===== config.mk =====
export PLATFORM = sky130hd
export DESIGN_NAME = fetch_status_ctrl
export DESIGN_NICKNAME = d
export VERILOG_FILES = /design/src/rtl/fsc_pkg.sv /design/src/rtl/fsc_stall_bank.sv /design/src/rtl/fsc_thread_ctl.sv /design/src/rtl/fsc_activity.sv /design/src/rtl/fetch_status_ctrl.sv
export SDC_FILE = /design/constraint.sdc
export NUM_CORES = 1
export LEC_CHECK = 0
export ABC_AREA = 1
export CORE_MARGIN = 2
export CORE_UTILIZATION = 44
export CTS_CLUSTER_SIZE = 24
export DETAILED_ROUTE_END_ITERATION = 6
export GPL_TIMING_DRIVEN = 1
export MAX_ROUTING_LAYER = met4
export PLACE_DENSITY = 0.87
export SYNTH_ARGS = -nofsm -noshare
export SYNTH_HDL_FRONTEND = slang
export SYNTH_SLANG_ARGS = --single-unit

===== constraint.sdc =====
create_clock -name clk -period 5.7 [get_ports clk]
set_clock_uncertainty 0.1 [all_clocks]
set_input_delay 0.57 -clock clk [delete_from_list [all_inputs] [get_ports clk]]
set_output_delay 0.57 -clock clk [all_outputs]
set_load 0.05 [all_outputs]

===== src/rtl/fsc_pkg.sv =====
package fsc_pkg;

  localparam int NUM_STAGES = 4;
  localparam int STG_DEC    = 0;
  localparam int STG_REN    = 1;
  localparam int STG_EXE    = 2;
  localparam int STG_CMT    = 3;

  typedef enum logic [3:0] {
    ST_IDLE       = 4'd0,
    ST_RUN        = 4'd1,
    ST_SQUASH     = 4'd2,
    ST_BLOCK      = 4'd3,
    ST_WAIT_RESP  = 4'd4,
    ST_WAIT_RETRY = 4'd5,
    ST_ACC_DONE   = 4'd6,
    ST_TRAP       = 4'd7,
    ST_QUIESCE    = 4'd8
  } fetch_st_e;

  function automatic logic st_is_live(fetch_st_e st);
    return (st == ST_RUN) || (st == ST_SQUASH) || (st == ST_ACC_DONE);
  endfunction

endpackage


===== src/rtl/fsc_stall_bank.sv =====
module fsc_stall_bank #(
  parameter int NUM_THREADS = 2,
  parameter int NUM_STAGES  = 4
) (
  input  logic                              clk,
  input  logic                              rst_n,
  input  logic [NUM_THREADS*NUM_STAGES-1:0] set_i,
  input  logic [NUM_THREADS*NUM_STAGES-1:0] clr_i,
  output logic [NUM_THREADS*NUM_STAGES-1:0] flags_q_o,
  output logic [NUM_THREADS*NUM_STAGES-1:0] flags_nxt_o
);
  localparam int NBITS = NUM_THREADS * NUM_STAGES;

  logic [NBITS-1:0] flags_q;

  for (genvar b = 0; b < NBITS; b++) begin : g_flag
    // a release wins only because it never meets a set on the same bit
    assign flags_nxt_o[b] = (flags_q[b] | set_i[b]) & ~clr_i[b];

    always_ff @(posedge clk or negedge rst_n) begin
      if (!rst_n) flags_q[b] <= 1'b0;
      else        flags_q[b] <= flags_nxt_o[b];
    end
  end

  assign flags_q_o = flags_q;

endmodule


===== src/rtl/fsc_thread_ctl.sv =====
module fsc_thread_ctl
  import fsc_pkg::*;
#(
  parameter int PC_W  = 32,
  parameter int TAG_W = 4
) (
  input  logic                  clk,
  input  logic                  rst_n,
  input  logic [NUM_STAGES-1:0] flags_nxt_i,
  input  logic                  ctx_stall_i,
  input  logic                  cmt_squash_i,
  input  logic [PC_W-1:0]       cmt_pc_i,
  input  logic                  rob_squashing_i,
  input  logic                  dec_squash_i,
  input  logic [PC_W-1:0]       dec_pc_i,
  input  logic                  fsel_hit_i,
  input  logic                  lreq_hit_i,
  input  logic [TAG_W-1:0]      lreq_tag_i,
  input  logic                  lreq_refused_i,
  input  logic                  retry_grant_i,
  input  logic                  cmpl_hit_i,
  input  logic [TAG_W-1:0]      cmpl_tag_i,
  output fetch_st_e             st_o,
  output logic                  chg_o,
  output logic                  acc_o,
  output logic                  drop_o,
  output logic                  live_nxt_o,
  output logic                  line_valid_o,
  output logic                  redirect_o,
  output logic [PC_W-1:0]       redirect_pc_o
);

  fetch_st_e        st_q, st_sig, st_fet, st_nxt;
  logic             hold_any;
  logic             chg_sig, chg_fet;
  logic             ld_pc;
  logic [PC_W-1:0]  new_pc;
  logic [TAG_W-1:0] tag_q, tag_nxt;
  logic             lv_q, lv_clr;
  logic             redir_q;
  logic [PC_W-1:0]  redir_pc_q;

  assign hold_any = (|flags_nxt_i) | ctx_stall_i;

  // stage 1: redirect and hold precedence
  always_comb begin
    st_sig  = st_q;
    chg_sig = 1'b0;
    ld_pc   = 1'b0;
    new_pc  = '0;
    if (cmt_squash_i) begin
      st_sig  = ST_SQUASH;
      chg_sig = 1'b1;
      ld_pc   = 1'b1;
      new_pc  = cmt_pc_i;
    end else if (rob_squashing_i) begin
      st_sig  = ST_SQUASH;
      chg_sig = 1'b1;
    end else if (dec_squash_i && (st_q != ST_SQUASH)) begin
      st_sig  = ST_SQUASH;
      chg_sig = 1'b1;
      ld_pc   = 1'b1;
      new_pc  = dec_pc_i;
    end else if (hold_any && (st_q != ST_WAIT_RESP) && (st_q != ST_WAIT_RETRY)) begin
      st_sig  = ST_BLOCK;
      chg_sig = 1'b1;
    end else if ((st_q == ST_BLOCK) || (st_q == ST_SQUASH)) begin
      st_sig  = ST_RUN;
      chg_sig = 1'b1;
    end
  end

  // stage 2: fetch-side events act on the resolved state
  always_comb begin
    st_fet  = st_sig;
    chg_fet = 1'b0;
    tag_nxt = tag_q;
    lv_clr  = 1'b0;
    if (fsel_hit_i && (st_sig == ST_ACC_DONE)) begin
      st_fet  = ST_RUN;
      chg_fet = 1'b1;
    end else if (lreq_hit_i && (st_sig == ST_RUN)) begin
      st_fet  = lreq_refused_i ? ST_WAIT_RETRY : ST_WAIT_RESP;
      chg_fet = 1'b1;
      tag_nxt = lreq_tag_i;
      lv_clr  = 1'b1;
    end else if (retry_grant_i && (st_sig == ST_WAIT_RETRY)) begin
      st_fet  = ST_WAIT_RESP;
    end
  end

  // stage 3: completion filter
  always_comb begin
    acc_o  = cmpl_hit_i && (st_fet == ST_WAIT_RESP) && (cmpl_tag_i == tag_nxt);
    drop_o = cmpl_hit_i && !acc_o;
    st_nxt = st_fet;
    if (acc_o) st_nxt = hold_any ? ST_BLOCK : ST_ACC_DONE;
  end

  always_ff @(posedge clk or negedge rst_n) begin
    if (!rst_n) begin
      st_q       <= ST_RUN;
      tag_q      <= '0;
      lv_q       <= 1'b0;
      redir_q    <= 1'b0;
      redir_pc_q <= '0;
    end else begin
      st_q    <= st_nxt;
      tag_q   <= tag_nxt;
      redir_q <= ld_pc;
      if (ld_pc) redir_pc_q <= new_pc;
      if (acc_o)       lv_q <= 1'b1;
      else if (lv_clr) lv_q <= 1'b0;
    end
  end

  assign st_o          = st_q;
  assign chg_o         = chg_sig | chg_fet;
  assign live_nxt_o    = st_is_live(st_nxt);
  assign line_valid_o  = lv_q;
  assign redirect_o    = redir_q;
  assign redirect_pc_o = redir_pc_q;

endmodule


===== src/rtl/fsc_activity.sv =====
module fsc_activity #(
  parameter int NUM_THREADS = 2
) (
  input  logic                   clk,
  input  logic                   rst_n,
  input  logic [NUM_THREADS-1:0] chg_i,
  input  logic [NUM_THREADS-1:0] acc_i,
  input  logic [NUM_THREADS-1:0] live_i,
  input  logic [NUM_THREADS-1:0] drop_i,
  output logic                   chg_o,
  output logic                   active_o,
  output logic                   drop_o
);
  logic chg_q, act_q, drop_q;

  always_ff @(posedge clk or negedge rst_n) begin
    if (!rst_n) begin
      chg_q  <= 1'b0;
      act_q  <= 1'b1;
      drop_q <= 1'b0;
    end else begin
      chg_q  <= |chg_i;
      drop_q <= |drop_i;
      if (|chg_i)      act_q <= |live_i;
      else if (|acc_i) act_q <= 1'b1;
    end
  end

  assign chg_o    = chg_q;
  assign active_o = act_q;
  assign drop_o   = drop_q;

endmodule


===== src/rtl/fetch_status_ctrl.sv =====
module fetch_status_ctrl
  import fsc_pkg::*;
#(
  parameter int NUM_THREADS = 2,
  parameter int PC_W        = 32,
  parameter int TAG_W       = 4,
  parameter int TID_W       = (NUM_THREADS > 1) ? $clog2(NUM_THREADS) : 1
) (
  input  logic                          clk,
  input  logic                          rst_n,
  input  logic [4*NUM_THREADS-1:0]      stall_set_i,
  input  logic [4*NUM_THREADS-1:0]      stall_clr_i,
  input  logic                          ctx_stall_i,
  input  logic [NUM_THREADS-1:0]        cmt_squash_i,
  input  logic [PC_W*NUM_THREADS-1:0]   cmt_pc_i,
  input  logic [NUM_THREADS-1:0]        rob_squashing_i,
  input  logic [NUM_THREADS-1:0]        dec_squash_i,
  input  logic [PC_W*NUM_THREADS-1:0]   dec_pc_i,
  input  logic                          fsel_valid_i,
  input  logic [TID_W-1:0]              fsel_tid_i,
  input  logic                          lreq_valid_i,
  input  logic [TID_W-1:0]              lreq_tid_i,
  input  logic [TAG_W-1:0]              lreq_tag_i,
  input  logic                          lreq_refused_i,
  input  logic [NUM_THREADS-1:0]        retry_grant_i,
  input  logic                          cmpl_valid_i,
  input  logic [TID_W-1:0]              cmpl_tid_i,
  input  logic [TAG_W-1:0]              cmpl_tag_i,
  output logic [4*NUM_THREADS-1:0]      status_o,
  output logic [4*NUM_THREADS-1:0]      stall_flags_o,
  output logic [NUM_THREADS-1:0]        line_valid_o,
  output logic [NUM_THREADS-1:0]        redirect_o,
  output logic [PC_W*NUM_THREADS-1:0]   redirect_pc_o,
  output logic                          status_chg_o,
  output logic                          stage_active_o,
  output logic                          stale_drop_o
);
  localparam int NFLAGS = NUM_THREADS * NUM_STAGES;

  logic [NFLAGS-1:0]      flags_nxt;
  logic [NUM_THREADS-1:0] chg_v, acc_v, drop_v, live_v;
  logic [NUM_THREADS-1:0] fsel_hit, lreq_hit, cmpl_hit;

  fsc_stall_bank #(
    .NUM_THREADS (NUM_THREADS),
    .NUM_STAGES  (NUM_STAGES)
  ) u_stall (
    .clk         (clk),
    .rst_n       (rst_n),
    .set_i       (stall_set_i),
    .clr_i       (stall_clr_i),
    .flags_q_o   (stall_flags_o),
    .flags_nxt_o (flags_nxt)
  );

  for (genvar t = 0; t < NUM_THREADS; t++) begin : g_thr
    fetch_st_e st;

    assign fsel_hit[t] = fsel_valid_i && (fsel_tid_i == TID_W'(t));
    assign lreq_hit[t] = lreq_valid_i && (lreq_tid_i == TID_W'(t));
    assign cmpl_hit[t] = cmpl_valid_i && (cmpl_tid_i == TID_W'(t));

    fsc_thread_ctl #(
      .PC_W  (PC_W),
      .TAG_W (TAG_W)
    ) u_thr (
      .clk             (clk),
      .rst_n           (rst_n),
      .flags_nxt_i     (flags_nxt[t*NUM_STAGES +: NUM_STAGES]),
      .ctx_stall_i     (ctx_stall_i),
      .cmt_squash_i    (cmt_squash_i[t]),
      .cmt_pc_i        (cmt_pc_i[t*PC_W +: PC_W]),
      .rob_squashing_i (rob_squashing_i[t]),
      .dec_squash_i    (dec_squash_i[t]),
      .dec_pc_i        (dec_pc_i[t*PC_W +: PC_W]),
      .fsel_hit_i      (fsel_hit[t]),
      .lreq_hit_i      (lreq_hit[t]),
      .lreq_tag_i      (lreq_tag_i),
      .lreq_refused_i  (lreq_refused_i),
      .retry_grant_i   (retry_grant_i[t]),
      .cmpl_hit_i      (cmpl_hit[t]),
      .cmpl_tag_i      (cmpl_tag_i),
      .st_o            (st),
      .chg_o           (chg_v[t]),
      .acc_o           (acc_v[t]),
      .drop_o          (drop_v[t]),
      .live_nxt_o      (live_v[t]),
      .line_valid_o    (line_valid_o[t]),
      .redirect_o      (redirect_o[t]),
      .redirect_pc_o   (redirect_pc_o[t*PC_W +: PC_W])
    );

    assign status_o[t*4 +: 4] = st;
  end

  fsc_activity #(
    .NUM_THREADS (NUM_THREADS)
  ) u_act (
    .clk      (clk),
    .rst_n    (rst_n),
    .chg_i    (chg_v),
    .acc_i    (acc_v),
    .live_i   (live_v),
    .drop_i   (drop_v),
    .chg_o    (status_chg_o),
    .active_o (stage_active_o),
    .drop_o   (stale_drop_o)
  );

endmodule


=== After elaboration in Yosys (flattened, before gate mapping) ===
Cells that the tools add are included.
Widths: inputs -> output; s select.

* Register bits after elaboration: 95
* Output and inout bits: 87
* Bits of input ports: 170
* Logic and storage cells: 178

* Equality and inequality tests: 26
* Reduce and logical (&&, ||, !) cells: 41
* Multiplexer cells: 59
* Bitwise operators: 31

{| class="wikitable"
|+ Operator list
! operator !! number
|-
| $mux 32 || 6
|-
| $mux 4 || 22
|-
| $eq 4x3->1 const B || 8
|-
| $mux 1 || 29
|-
| $eq 4x2->1 const B || 6
|-
| $logic_and 1x1->1 || 24
|-
| $eq 4x1->1 const B || 4
|-
| $ne 4x3->1 const B || 4
|-
| $or 1x1->1 || 12
|-
| $not 1->1 || 11
|-
| $and 1x1->1 || 8
|-
| $eq 4x4->1 || 2
|-
| $ne 4x2->1 const B || 2
|-
| $reduce_or 2->1 || 4
|-
| $reduce_or 4->1 || 2
|-
| $logic_or 1x1->1 || 6
|-
| $mux 3 || 2
|-
| $reduce_bool 2->1 || 3
|-
| $logic_not 1->1 || 2
|}

=== Longest topological paths before layout ===
Gate-level depths: netlist of run 1.

* Depth in word-level cells: 24
* Depth in mapped cells: 22
* Gate-level depth less buffers: 22

=== Cells and area by module ===
Synthesis of run 1 repeated with hierarchy kept, for this count alone.

* Cell total of the unflattened synthesis: 657
* Area, all modules: 5077.4 um^2

{| class="wikitable"
|+ By module, submodules not included
! module !! seq. area each (um^2) !! times used !! cells an instance !! area an instance (um^2)
|-
| fsc_thread_ctl || 1052.3 || 2 || 303 || 2318.5
|-
| fsc_stall_bank || 200.2 || 1 || 24 || 260.2
|-
| fsc_activity || 76.3 || 1 || 15 || 127.6
|-
| fetch_status_ctrl || 0.0 || 1 || 12 || 52.6
|}

=== Worst setup path after synthesis of run 1 ===
Ideal clock, no wire load.

* Path kind: reg2reg
* Start: register g_thr[1].u_thr.st_q[1]
* End: register u_act.act_q (netlist: u_act.active_o)
* Period minus slack after synthesis: 2.576 ns
* Buffers on the path: 0
* Slack: 3.124 ns
* Cell stages (with the launch flop): 19
* Arrival time: 2.409 ns
* Path through: dfrtp_1 inv_1 nor2_4 nand2_2 a21boi_4 nand2_2 nor2_1 nand3_1 o21ai_0 nand2_1 nor2_1 nand2_1 nor2_1 nor2_1 o211ai_1 nand2_1 nand2_1 nor2_1 nor2_1

* Cells in the longest elaborated chain, start to end: 21
* Elaborated cells on any way between the ends: 48
* Those cells by class: eq/ne (13); mux (19); bitwise (1); reduce/logical (15)

{| class="wikitable"
|+ Ends and longest elaborated chain
! item !! RTL line !! text
|-
| start, declared || fsc_thread_ctl.sv:33 || <nowiki>fetch_st_e st_q, st_sig, st_fet, st_nxt;</nowiki>
|-
| start signal, assigned || fsc_thread_ctl.sv:108 || <nowiki>st_q <= st_nxt;</nowiki>
|-
| $eq 4x2->1 or $ne 4x3->1 (tied branches) || fsc_thread_ctl.sv:67, fsc_thread_ctl.sv:64 ||
|-
| $logic_or 1x1->1 or $logic_and 1x1->1 (tied branches) || fsc_thread_ctl.sv:67, fsc_thread_ctl.sv:64 ||
|-
| $mux 4 or $logic_and 1x1->1 (tied branches) || fsc_thread_ctl.sv:67, fsc_thread_ctl.sv:64 ||
|-
| $mux 4 || fsc_thread_ctl.sv:64 || <nowiki>end else if (hold_any && (st_q != ST_WAIT_RESP) && (st_q != ST_WAIT_RETRY)) begin</nowiki>
|-
| $mux 4 || fsc_thread_ctl.sv:59 || <nowiki>end else if (dec_squash_i && (st_q != ST_SQUASH)) begin</nowiki>
|-
| $mux 4 || fsc_thread_ctl.sv:56 || <nowiki>end else if (rob_squashing_i) begin</nowiki>
|-
| $mux 4 || fsc_thread_ctl.sv:51 || <nowiki>if (cmt_squash_i) begin</nowiki>
|-
| $eq 4x3->1 || fsc_thread_ctl.sv:87 || <nowiki>end else if (retry_grant_i && (st_sig == ST_WAIT_RETRY)) begin</nowiki>
|-
| [3 not listed] || n/a ||
|-
| $mux 4 || fsc_thread_ctl.sv:79 || <nowiki>if (fsel_hit_i && (st_sig == ST_ACC_DONE)) begin</nowiki>
|-
| $eq 4x3->1 || fsc_thread_ctl.sv:94 || <nowiki>acc_o = cmpl_hit_i && (st_fet == ST_WAIT_RESP) && (cmpl_tag_i == tag_nxt);</nowiki>
|-
| $logic_and 1x1->1 (2 in a row) || fsc_thread_ctl.sv:94 ||
|-
| $mux 4 || fsc_thread_ctl.sv:97 || <nowiki>if (acc_o) st_nxt = hold_any ? ST_BLOCK : ST_ACC_DONE;</nowiki>
|-
| $eq 4x1->1 or $eq 4x2->1 (tied branches) || fsc_pkg.sv:22 || <nowiki>return (st == ST_RUN) || (st == ST_SQUASH) || (st == ST_ACC_DONE);</nowiki>
|-
| $logic_or 1x1->1 (2 in a row) || fsc_pkg.sv:22 ||
|-
| $reduce_or 2->1 || fsc_activity.sv:24 || <nowiki>if (|chg_i) act_q <= |live_i;</nowiki>
|-
| $mux 1 || fsc_activity.sv:24 ||
|-
| end signal, assigned || fsc_activity.sv:24 ||
|-
| end, declared || fsc_activity.sv:14 || <nowiki>logic chg_q, act_q, drop_q;</nowiki>
|}

Parallel ways exist; a longest one is shown, timed or not.
A chain may end at the register's enable or synchronous reset.

=== Worst setup path after layout of run 1 ===
* Start: input port cmt_squash_i[0]
* End: register u_act.act_q (netlist: u_act.active_o)

* Cells in the longest elaborated chain, start to end: 15
* Elaborated cells on any way between the ends: 31
* Those cells by class: eq/ne (8); mux (11); bitwise (1); reduce/logical (11)

{| class="wikitable"
|+ Ends and longest elaborated chain
! item !! RTL line !! text
|-
| start, declared || fetch_status_ctrl.sv:14 || <nowiki>input logic [NUM_THREADS-1:0] cmt_squash_i,</nowiki>
|-
| $mux 4 * || fsc_thread_ctl.sv:51 ||
|-
| $eq 4x3->1 || fsc_thread_ctl.sv:87 ||
|-
| $logic_and 1x1->1 || fsc_thread_ctl.sv:87 ||
|-
| $mux 4 || fsc_thread_ctl.sv:87 ||
|-
| $mux 4 || fsc_thread_ctl.sv:82 || <nowiki>end else if (lreq_hit_i && (st_sig == ST_RUN)) begin</nowiki>
|-
| $mux 4 || fsc_thread_ctl.sv:79 ||
|-
| $eq 4x3->1 || fsc_thread_ctl.sv:94 ||
|-
| $logic_and 1x1->1 (2 in a row) || fsc_thread_ctl.sv:94 ||
|-
| $mux 4 * || fsc_thread_ctl.sv:97 ||
|-
| net g_thr[0].u_thr.st_nxt[1] || fsc_thread_ctl.sv:33 ||
|-
| $eq 4x1->1 or $eq 4x2->1 (tied branches) || fsc_pkg.sv:22 ||
|-
| $logic_or 1x1->1 || fsc_pkg.sv:22 ||
|-
| $logic_or 1x1->1 * || fsc_pkg.sv:22 ||
|-
| $reduce_or 2->1 * || fsc_activity.sv:24 ||
|-
| $mux 1 * || fsc_activity.sv:24 ||
|}

The timed path passes the listed nets; every way through them passes the cells marked *.

==> results of run 1 <==
kinds of logic after synthesis:
family          count (synthesis)
compound gates                 17
buf+inv                        97
flops                          95
simple gates                  446
stage by stage:
| step | cell area [um2] | util (%) | setup WS (ps) | std cells | total power (uW) |
|---|---|---|---|---|---|
| finish | 7919 | 72.10 | 2305 | 1035 | 1959 |
| detailed placement | 7622 | 69.40 | 1994 | 1019 | 1375 |
| CTS | 7919 | 72.10 | 2334 | 1035 | 1971 |
| floorplan | 5011 | - | 3124 | 655 | 1094 |
| global route | 7919 | 72.10 | 2057 | 1035 | 2037 |
| global placement | 7622 | 69.40 | 2066 | 1019 | 1366 |
path summary, 6_finish.rpt:
| path | start | endpoint | slack (ps) | depth (start not counted) |
|---|---|---|---|---|
| max | cmt_squash_i[0] | u_act.active_o | 2310 | 19 |
| min | rst_n | g_thr[1].u_thr.redirect_pc_o[15] | 130 | 1 |
| max reg2reg | g_thr[0].u_thr.st_o[2] | u_act.active_o | 2570 | 19 |
| min reg2reg | g_thr[1].u_thr.redirect_pc_o[30] | g_thr[1].u_thr.redirect_pc_o[30] | 380 | 2 |
| max in group asynchronous | rst_n | g_thr[0].u_thr.redirect_pc_o[17] | 4290 | 2 |
| min in group clk | g_thr[1].u_thr.redirect_pc_o[30] | g_thr[1].u_thr.redirect_pc_o[30] | 380 | 2 |
power breakdown:
part,switching (uW),leakage (uW),internal (uW)
combinational,364,0.00238,238
sequential,29.6,0.00114,732
clock,252,0.000145,343
critical path, cell delays in order:
cell and delay [ps]:
clkdlybuf4s50_1 400, buf_4 260, nor2_4 650, nand2_2 160, inv_4 130, nand3b_4 100, clkinv_2 120, nand2_4 110
clkinv_1 80, nand2_1 50, nand2_1 140, nand3_1 100, nor2_2 120, nand2_1 120, o21ai_2 100, nor2_1 70
nor2_1 130, nor2_1 60, nor2_1 90
Yosys cell counts:
master / count / share of area [%]
buf_4: 4 / 0.60
nor4_1: 1 / 0.12
nand4_4: 1 / 0.42
nand2_1: 211 / 16
clkinv_1: 2 / 0.15
o21ai_2: 2 / 0.35
o21bai_1: 3 / 0.45
nor2_4: 2 / 0.45
inv_4: 1 / 0.12
a21boi_4: 1 / 0.37
nand4_1: 71 / 8.9
o211ai_1: 2 / 0.30
nand2_2: 13 / 1.6
inv_1: 50 / 3.7
buf_2: 3 / 0.30
nor3_1: 2 / 0.20
clkbuf_1: 29 / 2.2
nor2_2: 4 / 0.50
nor2_8: 1 / 0.40
nor2_1: 44 / 3.3
o21ai_1: 2 / 0.20
inv_2: 5 / 0.37
nor3b_1: 1 / 0.15
nor3_4: 1 / 0.32
o311a_1: 1 / 0.20
dfrtp_1: 92 / 46
buf_6: 1 / 0.22
clkinv_2: 1 / 0.10
nand3_1: 89 / 8.9
or2_2: 2 / 0.25
nand2_4: 2 / 0.45
a21oi_1: 3 / 0.30
buf_1: 1 / 0.075
o21ai_0: 3 / 0.30
dfstp_2: 3 / 1.6
nand3b_4: 1 / 0.40
registers in the layout, summed over array words and instances (netlist names):
| signal | flops |
|---|---|
| g_thr.u_thr.redirect_o | 2 |
| g_thr.u_thr.st_o | 8 |
| g_thr.u_thr.line_valid_o | 2 |
| u_stall.flags_q_o | 8 |
| u_act.drop_o | 1 |
| u_act.chg_o | 1 |
| u_act.active_o | 1 |
| g_thr.u_thr.redirect_pc_o | 64 |
| g_thr.u_thr.tag_q | 8 |
routing by layer:
metal	vias up	GRT usage, %	share of wire (%)
li1	2625	-	-
met1	2553	34.45	41
met2	203	46.46	50
met3	44	4.866	5.2
met4	0	11.58	3.6
met5	-	-	0
area by class of cell:
cell class | count | area (um2)
Fill cell | 851 | 3064
Timing Repair Buffer | 262 | 2605
Sequential cell | 95 | 2381
Multi-Input combinational cell | 463 | 2236
Clock buffer | 14 | 284.0
Inverter | 59 | 225.2
Tap cell | 140 | 175.2
Clock inverter | 2 | 12.51
==> metrics.cfg, run 1 <==
[status]
outcome = finished clean

[yosys]
synth_area_mm2 = 0.005011
synthMuxAreaShare_pct = 0
synth_seq_area_share_pct = 47.52
synth_compound_area_share_pct = 2.472
synth-xor-area-share_pct = 0
yosys_warnings = 0
synth-simple-area-share_pct = 42.15
ys_ff_latch = 95
netlist_instances = 655
syn-num-nets = 825
synth.distinct_cells = 36
synthAdderAreaFrac_pct = 0
syn_area_per_cell_um2 = 7.650
synth_top_family_by_area = simple AND/OR/NAND/NOR gates

[worst_setup_path]
cp_data_arrival_time_ps = 3570
cp_max_fo = 34
required_ps = 5870
worst_setup_path_start_kind = input port
crit_path_end_kind = register
path_class = in -> reg

[global_routing]
grt_overflow = 0
grt_max_degree = 51
grtUsageTotal_pct = 28.16
grt_pass1_vias = 5141
antenna_found_initial = 0
grt_pass1_wl_mm = 27.02

[clock_tree]
clockRootBuffer = clkbuf_16
cts_setup_buffers = 0
cts_hold_buf = 0
clock_latency_ps = 340
cts_max_path_buffers = 2
cts_buffers = 9
cts_tree = yes
numClockSinks = 95
cts-resized-gates = 0
cts.clk_slew.worst_paths_ps = 60
htreeDepth = 3

[job]
cap_viol_max_count = 0

[die]
die_x_um = 110.7
die_h_um = 110.7
core-area_mm2 = 0.01098
num_rows = 38
initial_core_util_pct = 45.63
die_area_mm2 = 0.01226
io_pins = 257

[timing]
rsz0062_at_grt = false
setup_viol = 0
hold_slack_ps = 126.6
finalHoldViolCount = 0
drv_slew = 0
fmax_mhz = 294.6
maxSlewHeadroom_pct = 31.17
fin_crit_ps = 3395
setup_tns_ps = 0
period_share_pct = 59.56
worst_slew_pin_slew_ps = 1031

[route]
drt_pass1_iterations = 5
vias_per_cell = 5.242
num_vias = 5425
drt_wl_total_mm = 17.00
detail-route-antenna-nets = 0
drt_iter0_markers = 407
drc_errors = 0
wl_per_cell_um = 16.43

[finish]
final_common_cell = clkdlybuf4s50_1
syn_to_final_growth_pct = 58.03
final_cell_mix = 255 x clkdlybuf4s50_1, 211 x nand2_1, 92 x dfrtp_1, 89 x nand3_1, 71 x nand4_1
antenna_cells = 0
nNetsFinal = 1060
drive_gt1_share_pct = 6.927

[placed_design]
dp_hpwl_mm = 12.86
globalplace.congestion = 0.9578
io_buffers = 256

[power_and_ir_drop]
peakVddDrop_mv = 0.1961
pwr_density_cell_mw_per_mm2 = 247.4
leakagePower_uw = 0.003673

[hold_path]
hold_path.class = in -> async

Power figures use the tool's default switching activity.
==> inputs of run 2 (changes only) <==
--- a/config.mk
+++ b/config.mk
@@ -7,12 +7,12 @@
 export LEC_CHECK = 0
 export ABC_AREA = 1
 export CORE_MARGIN = 2
-export CORE_UTILIZATION = 44
+export CORE_UTILIZATION = 36
 export CTS_CLUSTER_SIZE = 24
 export DETAILED_ROUTE_END_ITERATION = 6
 export GPL_TIMING_DRIVEN = 1
 export MAX_ROUTING_LAYER = met4
-export PLACE_DENSITY = 0.87
+export PLACE_DENSITY = 0.76
 export SYNTH_ARGS = -nofsm -noshare
 export SYNTH_HDL_FRONTEND = slang
 export SYNTH_SLANG_ARGS = --single-unit
==> constraint.sdc (replaced) <==
create_clock -name clk -period 2.9 [get_ports clk]
set_clock_uncertainty 0.1 [all_clocks]
set_input_delay 0.29 -clock clk [delete_from_list [all_inputs] [get_ports clk]]
set_output_delay 0.29 -clock clk [all_outputs]
set_load 0.05 [all_outputs]
==> metrics.cfg, run 2 (synthesis gave the netlist of run 1 again) <==
[status]
outcome = finished clean  ; unchanged

[route]
vias_per_cell = 4.972  ; was 5.242
wl_per_cell_um = 15.64  ; was 16.43 um
drt_pass1_iterations = 5  ; unchanged
drc_errors = 0  ; unchanged
drt_wl_total_mm = 16.91  ; was 17.00 mm
drt_iter0_markers = 387  ; was 407
detail-route-antenna-nets = 0  ; unchanged
num_vias = 5375  ; was 5425

[worst_setup_path]
slowest_delay_ps = 410  ; was 650 ps
reg2reg_slack_ps = 310  ; was 2570 ps
path_class = reg -> reg  ; was in -> reg
cp_max_fo = 10  ; was 34
worst_path_most_repeated_cell = nand2_1  ; was nor2_1
reg2reg_from = g_thr[1].u_thr.st_o[3]  ; was g_thr[0].u_thr.st_o[2]
reg2reg_to = u_act.active_o  ; unchanged
crit_family = simple AND/OR/NAND/NOR gates  ; unchanged
crit_buf_inv = 1  ; was 5
reg2reg_depth = 19  ; unchanged
cp_cell_sequence = inv_2, nand2_1, nor2_4, nand2_2, a21boi_4, nand4_4, nand2_1, o21ai_1, nand2_1, nand2_1, nor2_1, nand2_1, nor2_1, nor2_1, o211ai_1, nand2_1, nand2_1, nor2_1, nor2_1  ; was clkdlybuf4s50_1, buf_4, nor2_4, nand2_2, inv_4, nand3b_4, clkinv_2, nand2_4, clkinv_1, nand2_1, nand2_1, nand3_1, nor2_2, nand2_1, o21ai_2, nor2_1, nor2_1, nor2_1, nor2_1
crit_path_end_kind = register  ; unchanged
critPathSlowestCell = dfrtp_1  ; was nor2_4
worst_setup_path_start_kind = register  ; was input port
required_ps = 3080  ; was 5870 ps
cp_data_arrival_time_ps = 2770  ; was 3570 ps

[timing]
fmax_mhz = 386.3
finalWorstSetupSlack_ps = 311.3  ; was 2305 ps
period_share_pct = 89.27
worst_slew_pin_slew_ps = 1075  ; was 1031 ps
setup_viol = 0  ; unchanged
setup_tns_ps = 0  ; unchanged
fin_crit_ps = 2589
finalHoldViolCount = 0  ; unchanged
drv_slew = 0  ; unchanged
maxSlewHeadroom_pct = 28.28  ; was 31.17%
rsz0062_at_grt = false  ; unchanged

[clock_tree]
cts_setup_buffers = 0  ; unchanged
htreeDepth = 3  ; unchanged
numClockSinks = 95  ; unchanged
clock_latency_ps = 350  ; was 340 ps
cts_buffers = 9  ; unchanged
cts_tree = yes  ; unchanged
clockRootBuffer = clkbuf_16  ; unchanged
cts_max_path_buffers = 2  ; unchanged
cts.clk_slew.worst_paths_ps = 70  ; was 60 ps

[finish]
final_cell_mix = 255 x clkdlybuf4s50_1, 211 x nand2_1, 92 x dfrtp_1, 89 x nand3_1, 71 x nand4_1  ; unchanged
antenna_cells = 0  ; unchanged
drive_gt1_share_pct = 7.436  ; was 6.927%
fin_cells = 1081  ; was 1035
largest_reg_flops = 64  ; unchanged
syn_to_final_growth_pct = 60.05  ; was 58.03%
nNetsFinal = 1066  ; was 1060
final_common_cell = clkdlybuf4s50_1  ; unchanged

[hold_path]
min_from = g_thr[0].u_thr.redirect_pc_o[19]
hold_path.class = reg -> reg  ; was in -> async
holdPathEnd = g_thr[0].u_thr.redirect_pc_o[19]
hold_depth = 2

[placed_design]
dp_hpwl_mm = 12.63  ; was 12.86 mm
place_ws_ps = 37.46  ; was 1994 ps
io_buffers = 256  ; unchanged
globalplace.congestion = 0.9213  ; was 0.9578
dp_cells = 1064  ; was 1019

[power_and_ir_drop]
pwr_density_cell_mw_per_mm2 = 477.0  ; was 247.4 mW/mm2
peakVddDrop_mv = 0.3341  ; was 0.1961 mV
leakagePower_uw = 0.003696  ; was 0.003673 uW

[die]
initial_core_util_pct = 36.53  ; was 45.63%
io_pins = 257  ; unchanged
core-area_mm2 = 0.01372  ; was 0.01098 mm2
die_area_mm2 = 0.01488  ; was 0.01226 mm2
die_x_um = 122.0  ; was 110.7 um
die_h_um = 122.0  ; was 110.7 um
num_rows = 43  ; was 38

[global_routing]
grt_pass1_vias = 5083  ; was 5141
grt_overflow = 0  ; unchanged
grtUsageTotal_pct = 23.21  ; was 28.16%
antenna_found_initial = 0  ; unchanged
grt_pass1_wl_mm = 26.21  ; was 27.02 mm
grt_max_degree = 50  ; was 51

[job]
cap_viol_max_count = 0  ; unchanged

[run 2: changes by cell type in the layout (fill, tap and decap cells not counted)]
cell | previous run | this run
buf_12 | 0 | 1
inv_6 | 0 | 2
clkinvlp_4 | 1 | 2
dlygate4sd3_1 | 0 | 1
buf_6 | 0 | 1
clkinv_4 | 0 | 1
buf_4 | 7 | 10
clkbuf_8 | 4 | 1
clkinv_2 | 2 | 1
[run 2: per-layer routing]
| metal | vias up | wire length, um | global-route usage, % | share of wire [%] |
|---|---|---|---|---|
| met1 | 2504 | 6934 | 27.85 | 41 |
| met4 | 0 | 410 | 7.256 | 2.4 |
| met5 | - | 0 | - | 0 |
| li1 | 2633 | - | - | - |
| met3 | 36 | 1346 | 6.788 | 8.0 |
| met2 | 202 | 8220 | 37.74 | 49 |
[run 2: area by class of cell]
type                       instances  area (um2)
inverter                          59       225.2
sequential                        95        2381
timing repair buffer             268        2669
multi-input combinational        463        2236
clock inverter                     5       41.29
tap                              180       225.2
fill                            1253        5699
clock buffer                      11       242.7
[run 2: through the flow]
step	util (%)	cell area, um2	hold slack [ps]	total power, uW
finish	58.46	8020	382.3	3826
global route	58.46	8020	387.9	4014
CTS	58.43	8016	373.1	3872
detailed placement	56.29	7722	251.0	2709
global placement	56.29	7722	264.5	2699
floorplan	-	5011	-105.6	2151
[run 2: how the worst max path moves through the flow]
| stage | start | endpoint | slack, ps | depth (start not counted) |
|---|---|---|---|---|
| global route | g_thr[1].u_thr.st_o[2] | u_act.active_o | 50 | 22 |
| detailed placement | stall_set_i[1] | u_act.active_o | 40 | 22 |
| finish | g_thr[1].u_thr.st_o[3] | u_act.active_o | 310 | 19 |
| global placement | stall_clr_i[1] | u_act.active_o | 110 | 22 |
| floorplan | g_thr[1].u_thr.st_o[1] | u_act.active_o | 320 | 18 |
| CTS | g_thr[1].u_thr.st_o[2] | u_act.active_o | 250 | 22 |
[run 2: worst min-delay path: cells and delay by family (launching register included)]
family / cells / cell delay, ps
simple gates: 2 / 110
flops: 1 / 340
[run 2: repair_timing]
item | in CTS | in global routing
endpoints found under the setup margin | 0 | 1
resized for setup | 0 | 1
hold buffers | 1 | 0
hold endpoints to repair | 44 | 0
[run 2: power by group]
part           internal [uW]  total [uW]  switching [uW]
sequential              1440        1490            55.7
clock                    613        1140             530
combinational            475        1190             713
==> inputs of run 3 (changes only) <==
--- a/config.mk
+++ b/config.mk
@@ -10,7 +10,6 @@
 export CORE_UTILIZATION = 36
 export CTS_CLUSTER_SIZE = 24
 export DETAILED_ROUTE_END_ITERATION = 6
-export GPL_TIMING_DRIVEN = 1
 export MAX_ROUTING_LAYER = met4
 export PLACE_DENSITY = 0.76
 export SYNTH_ARGS = -nofsm -noshare
==> results of run 3 <==
The final DEF is identical to that of run 2; final timing and power are the same.
